### src/rtl/alu8_pkg.sv
// Package: shared widths, operation codes and the result record of the ALU.
// Assumes an 8-bit datapath split into two nibbles for the BCD rules.
package alu8_pkg;
    localparam int DW = 8;
    localparam int NW = DW / 2;
    localparam int OPW = 5;

    typedef enum logic [OPW-1:0] {
        OP_ADD  = 5'd0,  OP_ADDC = 5'd1,  OP_SUBB = 5'd2,  OP_INC  = 5'd3,
        OP_DEC  = 5'd4,  OP_MUL  = 5'd5,  OP_DIV  = 5'd6,  OP_DA   = 5'd7,
        OP_AND  = 5'd8,  OP_OR   = 5'd9,  OP_XOR  = 5'd10, OP_CPL  = 5'd11,
        OP_CLR  = 5'd12, OP_RL   = 5'd13, OP_RLC  = 5'd14, OP_RR   = 5'd15,
        OP_RRC  = 5'd16, OP_SWAP = 5'd17, OP_XCHD = 5'd18
    } alu_op_e;

    typedef struct packed {
        logic [DW-1:0] a;
        logic [DW-1:0] b;
        logic          cy;
        logic          ac;
        logic          ov;
        logic          a_we;
        logic          b_we;
        logic          cy_we;
        logic          ac_we;
        logic          ov_we;
    } alu_res_t;
endpackage

### src/rtl/alu8_arith.sv
// Module: combinational add, add-with-carry, subtract-with-borrow,
// increment, decrement and decimal adjust. Raises hit for its own codes.
// Assumes op is stable for the cycle; all outputs are combinational.
module alu8_arith
    import alu8_pkg::*;
(
    input  alu_op_e       op,
    input  logic [DW-1:0] a,
    input  logic [DW-1:0] b,
    input  logic          cy,
    input  logic          ac,
    output alu_res_t      res,
    output logic          hit
);
    localparam logic [DW:0]   LO_FIX = (DW+1)'(6);
    localparam logic [DW:0]   HI_FIX = LO_FIX << NW;
    localparam logic [NW-1:0] NIB_MAX = NW'(9);

    logic          cin;
    logic [DW:0]   sum;
    logic [DW:0]   dif;
    logic          lo_fix;
    logic          hi_fix;
    logic [DW:0]   da_t1;
    logic [DW:0]   da_t2;

    // Adder, subtractor and the two decimal-adjust stages.
    always_comb begin
        cin    = (op == OP_ADDC) ? cy : 1'b0;
        sum    = {1'b0, a} + {1'b0, b} + {{DW{1'b0}}, cin};
        dif    = {1'b0, a} - {1'b0, b} - {{DW{1'b0}}, cy};
        lo_fix = ac || (a[NW-1:0] > NIB_MAX);
        da_t1  = {1'b0, a} + (lo_fix ? LO_FIX : '0);
        hi_fix = cy || da_t1[DW] || (da_t1[DW-1:NW] > NIB_MAX);
        da_t2  = da_t1 + (hi_fix ? HI_FIX : '0);
    end

    // Pick the result and write enables for the selected operation.
    always_comb begin
        res = '0;
        res.b = b;
        hit = 1'b1;
        unique case (op)
            OP_ADD, OP_ADDC: begin
                res.a  = sum[DW-1:0];
                res.cy = sum[DW];
                res.ac = a[NW] ^ b[NW] ^ sum[NW];
                res.ov = a[DW-1] ^ b[DW-1] ^ sum[DW-1] ^ sum[DW];
                res.a_we = 1'b1; res.cy_we = 1'b1; res.ac_we = 1'b1; res.ov_we = 1'b1;
            end
            OP_SUBB: begin
                res.a  = dif[DW-1:0];
                res.cy = dif[DW];
                res.ac = a[NW] ^ b[NW] ^ dif[NW];
                res.ov = a[DW-1] ^ b[DW-1] ^ dif[DW-1] ^ dif[DW];
                res.a_we = 1'b1; res.cy_we = 1'b1; res.ac_we = 1'b1; res.ov_we = 1'b1;
            end
            OP_INC: begin
                res.a = a + DW'(1);
                res.a_we = 1'b1;
            end
            OP_DEC: begin
                res.a = a - DW'(1);
                res.a_we = 1'b1;
            end
            OP_DA: begin
                res.a  = da_t2[DW-1:0];
                res.cy = cy | da_t1[DW] | da_t2[DW];
                res.a_we = 1'b1; res.cy_we = 1'b1;
            end
            default: hit = 1'b0;
        endcase
    end
endmodule

### src/rtl/alu8_logic.sv
// Module: combinational bitwise, clear, rotate, swap and low-nibble
// exchange. Only the through-carry rotates produce a flag.
// Assumes op is stable for the cycle; all outputs are combinational.
module alu8_logic
    import alu8_pkg::*;
(
    input  alu_op_e       op,
    input  logic [DW-1:0] a,
    input  logic [DW-1:0] b,
    input  logic          cy,
    output alu_res_t      res,
    output logic          hit
);
    // Select the logic result and the registers it writes.
    always_comb begin
        res = '0;
        res.b = b;
        res.a_we = 1'b1;
        hit = 1'b1;
        unique case (op)
            OP_AND:  res.a = a & b;
            OP_OR:   res.a = a | b;
            OP_XOR:  res.a = a ^ b;
            OP_CPL:  res.a = ~a;
            OP_CLR:  res.a = '0;
            OP_RL:   res.a = {a[DW-2:0], a[DW-1]};
            OP_RR:   res.a = {a[0], a[DW-1:1]};
            OP_RLC: begin
                res.a = {a[DW-2:0], cy};
                res.cy = a[DW-1];
                res.cy_we = 1'b1;
            end
            OP_RRC: begin
                res.a = {cy, a[DW-1:1]};
                res.cy = a[0];
                res.cy_we = 1'b1;
            end
            OP_SWAP: res.a = {a[NW-1:0], a[DW-1:NW]};
            OP_XCHD: begin
                res.a = {a[DW-1:NW], b[NW-1:0]};
                res.b = {b[DW-1:NW], a[NW-1:0]};
                res.b_we = 1'b1;
            end
            default: begin
                res.a_we = 1'b0;
                hit = 1'b0;
            end
        endcase
    end
endmodule

### src/rtl/alu8_muldiv.sv
// Module: combinational multiply and an iterative restoring divider that
// retires one quotient bit per cycle. The first bit is formed in the start
// cycle, so the divide takes DW cycles in total.
// Assumes start_div is only raised while busy is low.
module alu8_muldiv
    import alu8_pkg::*;
(
    input  logic          clk,
    input  logic          rst_n,
    input  logic          start_div,
    input  logic [DW-1:0] a,
    input  logic [DW-1:0] b,
    output alu_res_t      mul_res,
    output logic          busy,
    output logic          fin,
    output logic [DW-1:0] quo,
    output logic [DW-1:0] rem,
    output logic          dz
);
    localparam int CW = $clog2(DW + 1);

    logic [2*DW-1:0] prod;
    logic [DW-1:0]   rem_q;
    logic [DW-1:0]   quo_q;
    logic [DW-1:0]   dvs_q;
    logic [CW-1:0]   cnt_q;
    logic [DW-1:0]   src_rem;
    logic [DW-1:0]   src_quo;
    logic [DW-1:0]   dvs;
    logic [DW:0]     trial;
    logic [DW:0]     diff;

    // Multiply result: low byte to A, high byte to B, C cleared.
    always_comb begin
        prod = a * b;
        mul_res = '0;
        mul_res.a  = prod[DW-1:0];
        mul_res.b  = prod[2*DW-1:DW];
        mul_res.ov = |prod[2*DW-1:DW];
        mul_res.a_we = 1'b1; mul_res.b_we = 1'b1;
        mul_res.cy_we = 1'b1; mul_res.ov_we = 1'b1;
    end

    // One restoring step, seeded from the inputs in the start cycle.
    always_comb begin
        src_rem = busy ? rem_q : '0;
        src_quo = busy ? quo_q : a;
        dvs     = busy ? dvs_q : b;
        trial   = {src_rem, src_quo[DW-1]};
        diff    = trial - {1'b0, dvs};
        rem     = diff[DW] ? trial[DW-1:0] : diff[DW-1:0];
        quo     = {src_quo[DW-2:0], ~diff[DW]};
    end

    // Iteration state: partial remainder, quotient, divisor, step count.
    always_ff @(posedge clk) begin
        if (!rst_n) begin
            rem_q <= '0;
            quo_q <= '0;
            dvs_q <= '0;
            cnt_q <= '0;
            busy  <= 1'b0;
        end else if (start_div) begin
            rem_q <= rem;
            quo_q <= quo;
            dvs_q <= b;
            cnt_q <= CW'(DW - 1);
            busy  <= 1'b1;
        end else if (busy) begin
            rem_q <= rem;
            quo_q <= quo;
            cnt_q <= cnt_q - CW'(1);
            if (cnt_q == CW'(1)) busy <= 1'b0;
        end
    end

    assign fin = busy && (cnt_q == CW'(1));
    assign dz  = (dvs_q == '0);
endmodule

### src/rtl/alu8_core.sv
// Module: ALU top. Accepts an operation when idle, registers single-cycle
// results for one cycle of done, and hands divide to the iterative engine.
// Assumes the core holds acc_i/opnd_i only in the start cycle.
module alu8_core
    import alu8_pkg::*;
(
    input  logic          clk,
    input  logic          rst_n,
    input  logic          start,
    input  logic [4:0]    op,
    input  logic [7:0]    acc_i,
    input  logic [7:0]    opnd_i,
    input  logic          cy_i,
    input  logic          ac_i,
    output logic          busy,
    output logic          done,
    output logic [7:0]    acc_o,
    output logic [7:0]    b_o,
    output logic          cy_o,
    output logic          ac_o,
    output logic          ov_o,
    output logic          acc_we,
    output logic          b_we,
    output logic          cy_we,
    output logic          ac_we,
    output logic          ov_we
);
    alu_op_e       op_e;
    logic          accept;
    alu_res_t      ar_res, lg_res, mul_res, nxt, div_res, res_q;
    logic          ar_hit, lg_hit;
    logic          div_fin, div_dz;
    logic [DW-1:0] div_quo, div_rem;
    logic          done_q;

    assign op_e   = alu_op_e'(op);
    assign accept = start && !busy;

    alu8_arith u_arith (
        .op(op_e), .a(acc_i), .b(opnd_i), .cy(cy_i), .ac(ac_i),
        .res(ar_res), .hit(ar_hit)
    );

    alu8_logic u_logic (
        .op(op_e), .a(acc_i), .b(opnd_i), .cy(cy_i),
        .res(lg_res), .hit(lg_hit)
    );

    alu8_muldiv u_muldiv (
        .clk(clk), .rst_n(rst_n), .start_div(accept && (op_e == OP_DIV)),
        .a(acc_i), .b(opnd_i), .mul_res(mul_res), .busy(busy),
        .fin(div_fin), .quo(div_quo), .rem(div_rem), .dz(div_dz)
    );

    // Merge the single-cycle units; unused codes leave every enable low.
    always_comb begin
        nxt = '0;
        if (ar_hit)               nxt = ar_res;
        else if (lg_hit)          nxt = lg_res;
        else if (op_e == OP_MUL)  nxt = mul_res;
    end

    // Divide write-back: zero divisor flags OV and skips A and B.
    always_comb begin
        div_res = '0;
        div_res.a  = div_quo;
        div_res.b  = div_rem;
        div_res.ov = div_dz;
        div_res.a_we = !div_dz; div_res.b_we = !div_dz;
        div_res.cy_we = 1'b1; div_res.ov_we = 1'b1;
    end

    // Result register and one-cycle done strobe.
    always_ff @(posedge clk) begin
        if (!rst_n) begin
            res_q  <= '0;
            done_q <= 1'b0;
        end else if (div_fin) begin
            res_q  <= div_res;
            done_q <= 1'b1;
        end else if (accept && (op_e != OP_DIV)) begin
            res_q  <= nxt;
            done_q <= 1'b1;
        end else begin
            done_q <= 1'b0;
        end
    end

    assign done   = done_q;
    assign acc_o  = res_q.a;
    assign b_o    = res_q.b;
    assign cy_o   = res_q.cy;
    assign ac_o   = res_q.ac;
    assign ov_o   = res_q.ov;
    assign acc_we = done_q & res_q.a_we;
    assign b_we   = done_q & res_q.b_we;
    assign cy_we  = done_q & res_q.cy_we;
    assign ac_we  = done_q & res_q.ac_we;
    assign ov_we  = done_q & res_q.ov_we;
endmodule

### config.mk
export PLATFORM = sky130hd
export DESIGN_NAME = alu8_core
export DESIGN_NICKNAME = d
export VERILOG_FILES = /design/src/rtl/alu8_pkg.sv /design/src/rtl/alu8_arith.sv /design/src/rtl/alu8_logic.sv /design/src/rtl/alu8_muldiv.sv /design/src/rtl/alu8_core.sv
export SDC_FILE = /design/constraint.sdc
export NUM_CORES = 1
export LEC_CHECK = 0
export ABC_CLOCK_PERIOD_IN_PS = 7380
export BUFFER_PORTS_ARGS = -buffer_cell sky130_fd_sc_hd__buf_2
export CAP_MARGIN = 10
export CORE_AREA = 3 3 126 128
export CTS_CLUSTER_DIAMETER = 30
export CTS_CLUSTER_SIZE = 28
export DETAILED_ROUTE_END_ITERATION = 10
export DIE_AREA = 0 0 129 131
export PLACE_DENSITY = 0.77
export SLEW_MARGIN = 10
export SYNTH_ARGS = -nofsm -noshare
export SYNTH_HDL_FRONTEND = slang
export SYNTH_HIERARCHICAL = 1
export SYNTH_SLANG_ARGS = --single-unit
### constraint.sdc
create_clock -name clk -period 7.38 [get_ports clk]
set_clock_uncertainty 0.2 [all_clocks]
set_input_delay 1.476 -clock clk [delete_from_list [all_inputs] [get_ports clk]]
set_output_delay 1.476 -clock clk [all_outputs]
set_load 0.02 [all_outputs]
======== Word-level counts from Yosys, hierarchy flattened ========
Index checks and enable logic that the tools add are counted.
storage, ports and cells
  input bits .............................. 26
  bits in registers ....................... 54
cells by class
  equality and inequality tests ........... 20
  $mul .................................... 1
  bitwise gates (word level) .............. 21
  $lt $le $gt $ge ......................... 2
  mux-type cells .......................... 35
  add/sub/neg operators ................... 10
  reduce and logical (&&, ||, !) cells .... 22
operator list
  cell                                                  count
  two-way mux 24 bit                                    5
  one-hot mux 8 bit (10 select lines)                   1
  two-way mux 8 bit                                     8
  equality test 5 x 4 -> 1 bit, second input constant   8
  one-hot mux 8 bit (5 select lines)                    1
  equality test 5 x 3 -> 1 bit, second input constant   4
  multiplier 8 x 8 -> 16 bit                            1
  equality test 5 bit, second input constant            3
  two-way mux 1 bit                                     11
  OR reduction 11 bit                                   1
  equality test 5 x 2 -> 1 bit, second input constant   2
  adder 8 x 8 -> 9 bit                                  1
  adder 8 x 9 -> 9 bit                                  1
  adder 9 x 1 -> 9 bit                                  1
  adder 9 bit                                           1
  two-way mux 3 bit                                     3
  subtractor 8 x 8 -> 9 bit                             1
  subtractor 9 x 1 -> 9 bit                             1
  subtractor 9 x 8 -> 9 bit                             1
  adder 8 x 1 -> 8 bit, second input constant           1
  AND 8 bit                                             1
  greater-than comparator 4 bit, second input constant  2
  zero test 8 bit                                       1
  inverter 8 bit                                        1
  27 further kinds                                      50

======== Logic depth before layout (Yosys ltp) ========
Gate-level depths: netlist (run 1).
  depth in word-level cells ............... 13
  mapped depth ............................ 20
  depth with buffers taken out ............ 18

======== Cells and area by module ========
Netlist (run 1), hierarchy kept.
modules (own cells, without submodules)
  module       sequential area each (um^2)  instances  area an instance (um^2)  cells an instance
  alu8_muldiv  580.6                        1          4,296.6                  524
  alu8_arith   0.0                          1          1,866.8                  253
  alu8_core    500.5                        1          1,650.3                  177
  alu8_logic   0.0                          1          1,058.5                  157

======== Worst setup path after synthesis (run 1) ========
OpenSTA, ideal clock, no wires.
  path type ............................... input port to flip-flop
  from .................................... in opnd_i[2]
  to ...................................... reg res_q (netlist bit ov_o)
  stages on the path ...................... 16
  library setup time ...................... 0.126 ns
  arrival ................................. 6.128 ns
  path slack .............................. 0.926 ns
  cell sequence ........................... clkbuf_1 -> nand2_1 -> fa_1 -> fa_1 -> fa_1 -> fa_1 -> inv_1 -> ha_1 -> o211ai_2 -> o21a_2 -> xnor2_1 -> or4_1 -> a311o_1 -> or4_1 -> a221oi_1 -> o32ai_1
RTL lines
  item                  line             RTL
  start, declared       alu8_core.sv:12  input logic [7:0] opnd_i,
  end signal, assigned  alu8_core.sv:79  res_q <= div_res;
  end signal, assigned  alu8_core.sv:82  res_q <= nxt;
  end, declared         alu8_core.sv:30  alu_res_t ar_res, lg_res, mul_res, nxt, div_res, res_q;

==> impl_results.md, run 1 <==
- Initial antenna violation count: 1
- Clock latency on the worst-skew pair: 290 ps
- DR pass1 iterations: 6
- Final hold vios: 0
- Hold bufs inserted after CTS: 0
- Unrepaired setup endpoints after global routing: false
- Layout cells sized above 1: 9.90%
- CTS tree: built
- DR vias: 8041
- Synth Warn #: 6
- Routed WL: 24300 µm
- Worst min-delay path category: register to register
- Critical path arrival: ~6500 ps
- Post-CTS Setup Inserts: 0
- Total Routing Usage GR: 28.5%
- Crit share post-route: 88.4%
- F_max: 0.153 GHz
- Cts bufs inserted: 5
- Iter 0 DRT Violations: 775
- Netlist Area Pre-Place: 8870 µm²
- Die X: between 100 and 150 µm
- Grt ovf: 0
- Clock tree root driver cell: clkbuf_16
- Critical path class: input port to register
- IO Pins: 52
- N_diodes: 0
- Global placer's final weighted congestion: between 0.9 and 1
- Post-DP HPWL: 18200 µm
- #FFs+latches synth: 54
- Post-synth EDFFs: 0
- Mean post-synth cell area: 7.99 µm²
- Largest net degree at the start of global routing: 44
- Slowest cell on crit path: fa_1
- Number of max-slew violations in the final report: 0
- Max Cap Violations: 0
- Synth area leader: ha_1
- Share of the synthesized area in the top cell type: 13.1%
- Status: finished clean
- Final net count: 1262
- Worst slew margin: 37.5%
- List of most frequent post-synthesis cells: 119 x inv_1, 93 x ha_1, 82 x nand2_1
- Number of antenna-violating nets in the routed design: 0
- Post-place instance area: 8920 µm²
- Synth area leaders: ha_1 13%, dfxtp_1 12%, fa_1 9.7%
- Main synth FF type: dfxtp_1
- Vias in the first global route: 7605
- Most used cell, CP: fa_1
- Final core occ: approximately 61%
- CTS max path bufs: 2
- CP cell instances: buf_2, nand2_1, fa_1, fa_1, fa_1, fa_1, inv_1, ha_1, a21oi_1, o21a_2, xnor2_1, or4_1, a311o_1, or4_1, a221oi_1, o32ai_1
- Port Buf Inserts: 51
- DRC Markers: 0
- Htree depth: 2
- Die Span Y: 131 µm
- DR vias/cell: approximately 6.2
- Post-synthesis sequential area ratio: 12.2%
- Starting Density: 59.2%
- Cell variety after synth: 82
- Post-CTS sizing: 0
- Fin Setup TNS: 0 ps
- Worst-Margin Slew: 937 ps
- Worst path max stage delay: 570 ps
- Power consumption: 1420 µW
- Pwr per Cell Area: 156 nW/µm²
- DIE AREA: 16900 µm²
- DR WL/cell: about 19 µm
- Area growth from synthesis to layout: 2.47%
- Count leader, synth: inv_1
- Leak: 0.00411 µW
- Critical path required time: approximately 7300 ps
- Worst IR Drop VDD: ~0.00013 V
- Core area: between 10000 and 15000 µm²
- Cells after Synth: 1111
- Row count: 45
- Startpoint types: input port
- CP Capture Type: register
- Clk sink count: 54
- CP Max Fanout: 20
- Final setup viols: 0
- Clock slew at reported path FFs: 70 ps
- Final instance area: about 9100 µm²
- First-pass GRT wire length: 38900 µm
- Tightest hold margin: 263 ps
- Fin crit period: 6520 ps
- Post-synth ARST share: 0%
## final timing paths
check	from	cells after the start	slack, ps	to
worst max register to register	u_muldiv/busy$_SDFF_PN0_	13	2860	b_o[2]$_SDFFE_PN0P_
worst min-delay path	res_q[1]$_SDFFE_PP0P_	1	260	res_q[1]$_SDFFE_PP0P_
worst min register to register	res_q[1]$_SDFFE_PP0P_	1	260	res_q[1]$_SDFFE_PP0P_
worst max-delay path	acc_i[2]	16	860	ov_o$_SDFFE_PN0P_
## placed cells by master (no fill, tap or decap), types with 12 or more instances in the layout
cell      Yosys  routed
buf_4        46      18
dfxtp_1      54      54
nand2_1      82      82
conb_1        4      12
ha_1         93      93
nor2b_1      45      45
buf_2        10      51
a21o_1       12      12
nand2b_1     26      26
nand3_1      15      14
mux2i_1      38      38
o21ai_0      44      44
fa_1         43      43
o32ai_1      18      18
inv_1       119     119
nor2_1       52      51
nor3b_1      15      15
and2_1       60      60
o211ai_1     12      12
a21oi_1      35      35
xnor2_1      28      28
a221oi_1     20      20
a31oi_1      12      12
xor2_1       12      12
## area by class of cell
class                   instances  area, µm²
repair buffers                 69        390
clock inverters                 1       30.0
inverters                     120        450
clock buffers                   7        133
flip-flops and latches         54       1080
fillers                      1321       5890
multi-input cells             850       6770
well taps                     188        235
## flip-flops by register name, summed over array words and instances, names as in the netlist
name,cells
ac_o,1
done,1
ov_o,1
res_q,5
b_o,8
u_muldiv/rem_q,8
cy_o,1
u_muldiv/busy,1
u_muldiv/dvs_q,8
acc_o,8
u_muldiv/quo_q,8
u_muldiv/cnt_q,4
## worst max-delay path: cells and delay by family
family,cells,cell delay (ps)
compound gates,5,1190
simple gates,3,1050
fa+ha+maj,5,2270
xor+xnor,1,80
buf+inv,2,380
## metrics by stage
| step | setup WS (ps) | cells |
|---|---|---|
| finish | 857 | 1289 |
| global route | 508 | 1289 |
| global placement | 672 | 1281 |
| detailed placement | 551 | 1281 |
| CTS | 855 | 1289 |
| floorplan | 926 | 1119 |
## layer usage
metal | GRT usage (%) | part of all wire (%) | vias up
li1 | - | - | 3822
met1 | 38.9 | 44 | 3813
met2 | 47.6 | 46 | 351
met3 | 3.17 | 6.8 | 55
met4 | 8.46 | 3.0 | 0
met5 | 0 | 0 | -
## where the power goes
group,total [µW],internal (µW),switching (µW)
Sequential,311,303,8.07
Combinational,844,345,499
Clock,264,161,103
## cells by family after synthesis
logic type	Yosys count	synth area share, %
compound gates	265	22.0
xor+xnor	40	3.95
mux	49	5.68
fa+ha+maj	136	22.8
other cells	4	0.169
simple gates	348	21.3
flops	54	12.2
buf+inv	215	11.9
No activity file was read; power rests on OpenSTA's default activity.
==> run 2: changes to the inputs <==
--- a/config.mk
+++ b/config.mk
@@ -5,15 +5,17 @@
 export SDC_FILE = /design/constraint.sdc
 export NUM_CORES = 1
 export LEC_CHECK = 0
+export ABC_AREA = 1
 export ABC_CLOCK_PERIOD_IN_PS = 7380
 export BUFFER_PORTS_ARGS = -buffer_cell sky130_fd_sc_hd__buf_2
 export CAP_MARGIN = 10
-export CORE_AREA = 3 3 126 128
+export CORE_AREA = 3 3 131 133
+export CTS_BUF_LIST = sky130_fd_sc_hd__clkbuf_4
 export CTS_CLUSTER_DIAMETER = 30
 export CTS_CLUSTER_SIZE = 28
 export DETAILED_ROUTE_END_ITERATION = 10
-export DIE_AREA = 0 0 129 131
-export PLACE_DENSITY = 0.77
+export DIE_AREA = 0 0 134 136
+export PLACE_DENSITY = 0.76
 export SLEW_MARGIN = 10
 export SYNTH_ARGS = -nofsm -noshare
 export SYNTH_HDL_FRONTEND = slang
==> impl_results.md, run 2 <==
- Crit. path cell count: 28
- Iter 0 DRT Violations: 800
- Grt ovf: 0
- # fillers: between 1500 and 2000
- Post-DP HPWL: 20800 µm
- Final hold vios: 0
- Worst slew margin: 48.2%
- Worst setup startpoint: acc_i[3]
- Synth area leader: nand2_1
- Reg2Reg Depth: 16
- Clk sink count: 54
- Critical path class: input port to register
- Leak: around 0.0058 µW
- Vias in the first global route: 8921
- Worst path bufs/invs: 7
- CP Capture Type: register
- Status: finished clean
- DIE AREA: 18200 µm²
- Core area: 15900 µm²
- Clock latency on the worst-skew pair: 380 ps
- Synth area leaders: nand2_1 19%, inv_1 13%, ha_1 12%
- Initial antenna violation count: 0
- Port Buf Inserts: 51
- Largest net degree at the start of global routing: 35
- DR vias: slightly below 10000
- Cell family with most CP delay: adder cells
- Worst IR Drop VDD: around 0.00012 V
- Post-synthesis sequential area ratio: 11.2%
- Share of the synthesized area in the top cell type: 19.2%
- First-pass GRT wire length: 44800 µm
- Post-CTS sizing: 0
- Crit Reg-Reg Startpoint: u_muldiv/busy$_SDFF_PN0_
- Number of antenna-violating nets in the routed design: 0
- CTS max path bufs: 2
- List of most frequent post-synthesis cells: 491 x nand2_1, 322 x inv_1, 97 x nand3_1
- Die Span Y: approximately 140 µm
- Crit share post-route: approximately three quarters
- Htree depth: 2
- Multi-input logic area: 6720 µm²
- DR vias/cell: 5.39
- IO Pins: 52
- Worst Hold Depth: 2
- Worst-Margin Slew: 775 ps
- Count leader, synth: nand2_1
- Fin Setup TNS: 0 ps
- Cell variety after synth: 50
- Final core occ: 61.0%
- Die X: 134 µm
- CP Max Fanout: 23
- CTS tree: built
- DR pass1 iterations: 5
- Post-CTS Setup Inserts: 0
- Clock tree root driver cell: clkbuf_4
- Mean post-synth cell area: 5.95 µm²
- Area growth from synthesis to layout: 1.21%
- Worst min-delay path category: register to register
- Cts bufs inserted: 5
- N_diodes: 0
- Fin crit period: 5610 ps
- Synth Warn #: 6
- DR WL/cell: approximately 15 µm
- Startpoint types: input port
- Worst path max stage delay: 490 ps
- Post-synth ARST share: 0%
- Starting Density: 60.3%
- DRC Markers: 0
- Cells after Synth: around 1600
- Max Cap Violations: 0
- Number of max-slew violations in the final report: 0
- Final setup viols: 0
- Clock slew at reported path FFs: 160 ps
- Most used cell, CP: nand2_1
- Final net count: approximately 1800
- Layout Cells excl Fill: between 1500 and 2000
- Total Routing Usage GR: 30.3%
- F_max: 0.178 GHz
- Routed WL: 27600 µm
- Hold bufs inserted after CTS: 0
- Slowest cell on crit path: fa_1
- FF/Latch Area: 1080 µm²
- Netlist Area Pre-Place: 9610 µm²
- Critical path arrival: 5750 ps
- Main synth FF type: dfxtp_1
- Post-synth EDFFs: 0
- Commonest non-fill, non-tap cell in the layout: nand2_1
- Global placer's final weighted congestion: approximately 0.95
- Post-Place Cells: approximately 1800
- Pwr per Cell Area: roughly 140 nW/µm²
- Unrepaired setup endpoints after global routing: false
- Most frequent cells in the layout: 491 x nand2_1, 322 x inv_1, 97 x nand3_1, 94 x nor2_1, 93 x ha_1
- Layout cells sized above 1: 8.34%
- Critical path required time: 7520 ps
- #FFs+latches synth: 54
- Hold_sp: u_muldiv/quo_q[7]$_SDFFE_PN0P_
- Row count: 46
run 2: changes by cell type after synthesis, sizes merged, moves of 20 or more:
cell | before | now
a21oi | 36 | 77
a221oi | 20 | 0
and2 | 61 | 1
inv | 120 | 332
mux2i | 38 | 0
nand2 | 82 | 507
nand2b | 26 | 0
nand3 | 16 | 102
nand4 | 3 | 36
nor2 | 52 | 109
nor2b | 45 | 0
o21ai | 47 | 88
xnor2 | 28 | 3
run 2: worst paths after layout:
| check | slack [ps] | endpoint |
|---|---|---|
| setup / recovery | 1770 | ov_o$_SDFFE_PN0P_ |
| hold / removal | 280 | u_muldiv/quo_q[7]$_SDFFE_PN0P_ |
| setup reg to reg | 4460 | b_o[7]$_SDFFE_PN0P_ |
| hold reg to reg | 280 | u_muldiv/quo_q[7]$_SDFFE_PN0P_ |
run 2: report_power, final:
| group | internal [µW] | switching (µW) |
|---|---|---|
| combinational | 302 | 579 |
| sequential | 304 | 7.94 |
| clock | 73.7 | 103 |
run 2: routing by layer:
layer	track usage, %	up-vias	wire length, µm	part of all wire [%]
li1	-	4905	-	-
met1	42.0	4419	12100	44
met2	48.6	372	12200	44
met3	5.07	54	2460	8.9
met4	9.14	0	742	2.7
met5	0	-	0	0
run 2: tightest hold or removal path: stages (launching register included):
cell and delay (ps):
dfxtp_1 330, inv_1 60, a211oi_1 60
run 2: through the flow:
stage                     total power, µW  cell area, µm²  hold WS [ps]  worst slack (ps)
after floorplan                       992            9640           230              1880
after global placement               1180            9640           244              1390
after detailed placement             1190            9640           253              1370
after CTS                            1370            9730           273              1770
after global routing                 1520            9730           301              1370
final                                1370            9730           278              1770
run 2: logic make-up (layout without fill, tap and decap cells):
family,after synthesis,count (layout),synth area share [%]
simple gates,775,775,35.0
buf+inv,430,401,19.2
compound gates,205,205,12.3
fa+ha+maj,136,136,21.1
flops,54,54,11.2
xor+xnor,11,11,1.00
other cells,4,12,0.156
run 2: area by class of cell:
type | instances | area share, %
Inverter | 335 | 12.9
Tap cell | 216 | 2.78
Multi-Input combinational cell | 1139 | 69.1
Clock inverter | 3 | 0.502
Sequential cell | 54 | 11.1
Clock buffer | 5 | 0.386
Timing Repair Buffer | 58 | 3.16
==> run 3: changes to the inputs <==
--- a/config.mk
+++ b/config.mk
@@ -6,7 +6,7 @@
 export NUM_CORES = 1
 export LEC_CHECK = 0
 export ABC_AREA = 1
-export ABC_CLOCK_PERIOD_IN_PS = 7380
+export ABC_CLOCK_PERIOD_IN_PS = 5480
 export BUFFER_PORTS_ARGS = -buffer_cell sky130_fd_sc_hd__buf_2
 export CAP_MARGIN = 10
 export CORE_AREA = 3 3 131 133
==> constraint.sdc (replaced) <==
create_clock -name clk -period 5.48 [get_ports clk]
set_clock_uncertainty 0.2 [all_clocks]
set_input_delay 1.096 -clock clk [delete_from_list [all_inputs] [get_ports clk]]
set_output_delay 1.096 -clock clk [all_outputs]
set_load 0.02 [all_outputs]
==> impl_results.md, run 3 (synthesis gave the netlist of run 2 again) <==
- Status: finished clean
- Largest net degree at the start of global routing: 34
- Hold bufs inserted after CTS: 0
- Total Routing Usage GR: 30.0%
- Pwr per Cell Area: between 150 and 200 nW/µm²
- DR vias/cell: 5.35
- CP Capture Type: register
- Row count: 46
- Crit share post-route: between 90% and 100%
- Max Cap Violations: 0
- DR WL/cell: 14.9 µm
- Iter 0 DRT Violations: between 1000 and 1500
- Number of max-slew violations in the final report: 0
- Worst min-delay path category: register to register
- Worst slew margin: 47.2%
- CP Max Fanout: 10
- Clock slew at reported path FFs: 160 ps
- Final hold vios: 0
- CTS tree: built
- Commonest non-fill, non-tap cell in the layout: nand2_1
- Die Span Y: 136 µm
- Global placer's final weighted congestion: 0.967
- Clock latency on the worst-skew pair: 390 ps
- IO Pins: 52
- Critical path class: input port to register
- Reg2Reg Depth: 17
- DRC Markers: 0
- Post-CTS Setup Inserts: 0
- Worst path max stage delay: 560 ps
- Critical path required time: around 5600 ps
- Final setup viols: 0
- Area growth from synthesis to layout: 2.42%
- Layout cells sized above 1: about a tenth
- Worst IR Drop VDD: 0.000223 V
- Most frequent cells in the layout: 491 x nand2_1, 322 x inv_1, 97 x nand3_1, 94 x nor2_1, 93 x ha_1
- Post-CTS sizing: 0
- Core area: between 15000 and 20000 µm²
- Leak: 0.00584 µW
- Most used cell, CP: nand2_1
- Startpoint types: input port
- Worst Hold Depth: 2
- Power consumption: 1820 µW
- Routed WL: ~27000 µm
- # fillers: 1660
- CTS max path bufs: 2
- DR vias: about 10000
- DR pass1 iterations: 7
- DIE AREA: between 15000 and 20000 µm²
- Htree depth: 2
- F_max: 0.198 GHz
- Die X: 134 µm
- Port Buf Inserts: 51
- Cts bufs inserted: 5
- Number of antenna-violating nets in the routed design: 0
- Slowest cell on crit path: fa_1
- Clock tree root driver cell: clkbuf_4
- Unrepaired setup endpoints after global routing: false
- Vias in the first global route: a little under 9000
- Grt ovf: 0
- Critical path arrival: 5200 ps
- Post-DP HPWL: about 21000 µm
- CP cell instances: buf_2, nand2_1, inv_1, fa_1, fa_1, fa_1, inv_1, fa_1, inv_1, ha_1, nand2_1, nor2_1, nand3_1, nand3_1, nand2_1, nand2_1, nand2_1, o21ai_0, o211ai_1, nand2_1
- Fin crit period: 5060 ps
- Initial antenna violation count: 1
- Clk sink count: 54
- First-pass GRT wire length: about 44000 µm
- Worst-Margin Slew: 786 ps
- Starting Density: around 60%
- Fin Setup TNS: 0 ps
- Final net count: roughly 1800
-- run 3: power breakdown --
part           switching [µW]  leakage [µW]  internal, µW
clock                     136     0.0000293          50.5
sequential               10.4      0.000439           410
combinational             793       0.00537           424
-- run 3: worst max-delay path: cells and delay by family --
family	cells	cell delay [ps]
AO/OA/AOI/OAI	2	560
adder cells (fa/ha/maj)	5	2350
buffers and inverters	4	310
AND/OR/NAND/NOR	9	860
-- run 3: final timing paths --
path | slack, ps | from | endpoint
max | 420 | opnd_i[5] | b_o[6]$_SDFFE_PN0P_
min reg2reg | 270 | u_muldiv/quo_q[1]$_SDFFE_PN0P_ | u_muldiv/quo_q[1]$_SDFFE_PN0P_
max reg2reg | 2510 | u_muldiv/busy$_SDFF_PN0_ | b_o[4]$_SDFFE_PN0P_
min | 270 | u_muldiv/quo_q[1]$_SDFFE_PN0P_ | u_muldiv/quo_q[1]$_SDFFE_PN0P_
-- run 3: metal layers --
layer,part of all wire [%],vias to the layer above,global-route usage [%]
met5,0.018,-,0
met4,3.5,2,11.0
met3,7.8,64,3.44
met2,45,369,48.6
met1,44,4408,41.3
li1,-,4947,-
-- run 3: per-stage QoR --
stage / hold slack, ps / std cells / area [µm²] / worst slack, ps / util [%]
final: 270 / 1830 / 9840 / 424 / 61.7
after global placement: 248 / 1821 / 9780 / 154 / 61.4
after CTS: 269 / 1829 / 9840 / 504 / 61.7
after global routing: 295 / 1829 / 9840 / 166 / 61.7
after floorplan: 230 / 1623 / 9640 / 360 / -
after detailed placement: 248 / 1821 / 9780 / 99.0 / 61.4
-- run 3: cell type report --
| type | instances | area (µm²) | area share, % |
|---|---|---|---|
| multi-input combinational | 1139 | 6720 | 68.3 |
| inverter | 335 | 1260 | 12.8 |
| sequential | 54 | 1080 | 11.0 |
| timing repair buffer | 77 | 450 | 4.58 |
| tap | 216 | 270 | 2.75 |
| clock buffer | 5 | 37.5 | 0.381 |
| clock inverter | 3 | 20.0 | 0.203 |
| antenna | 1 | 2.50 | 0.0254 |
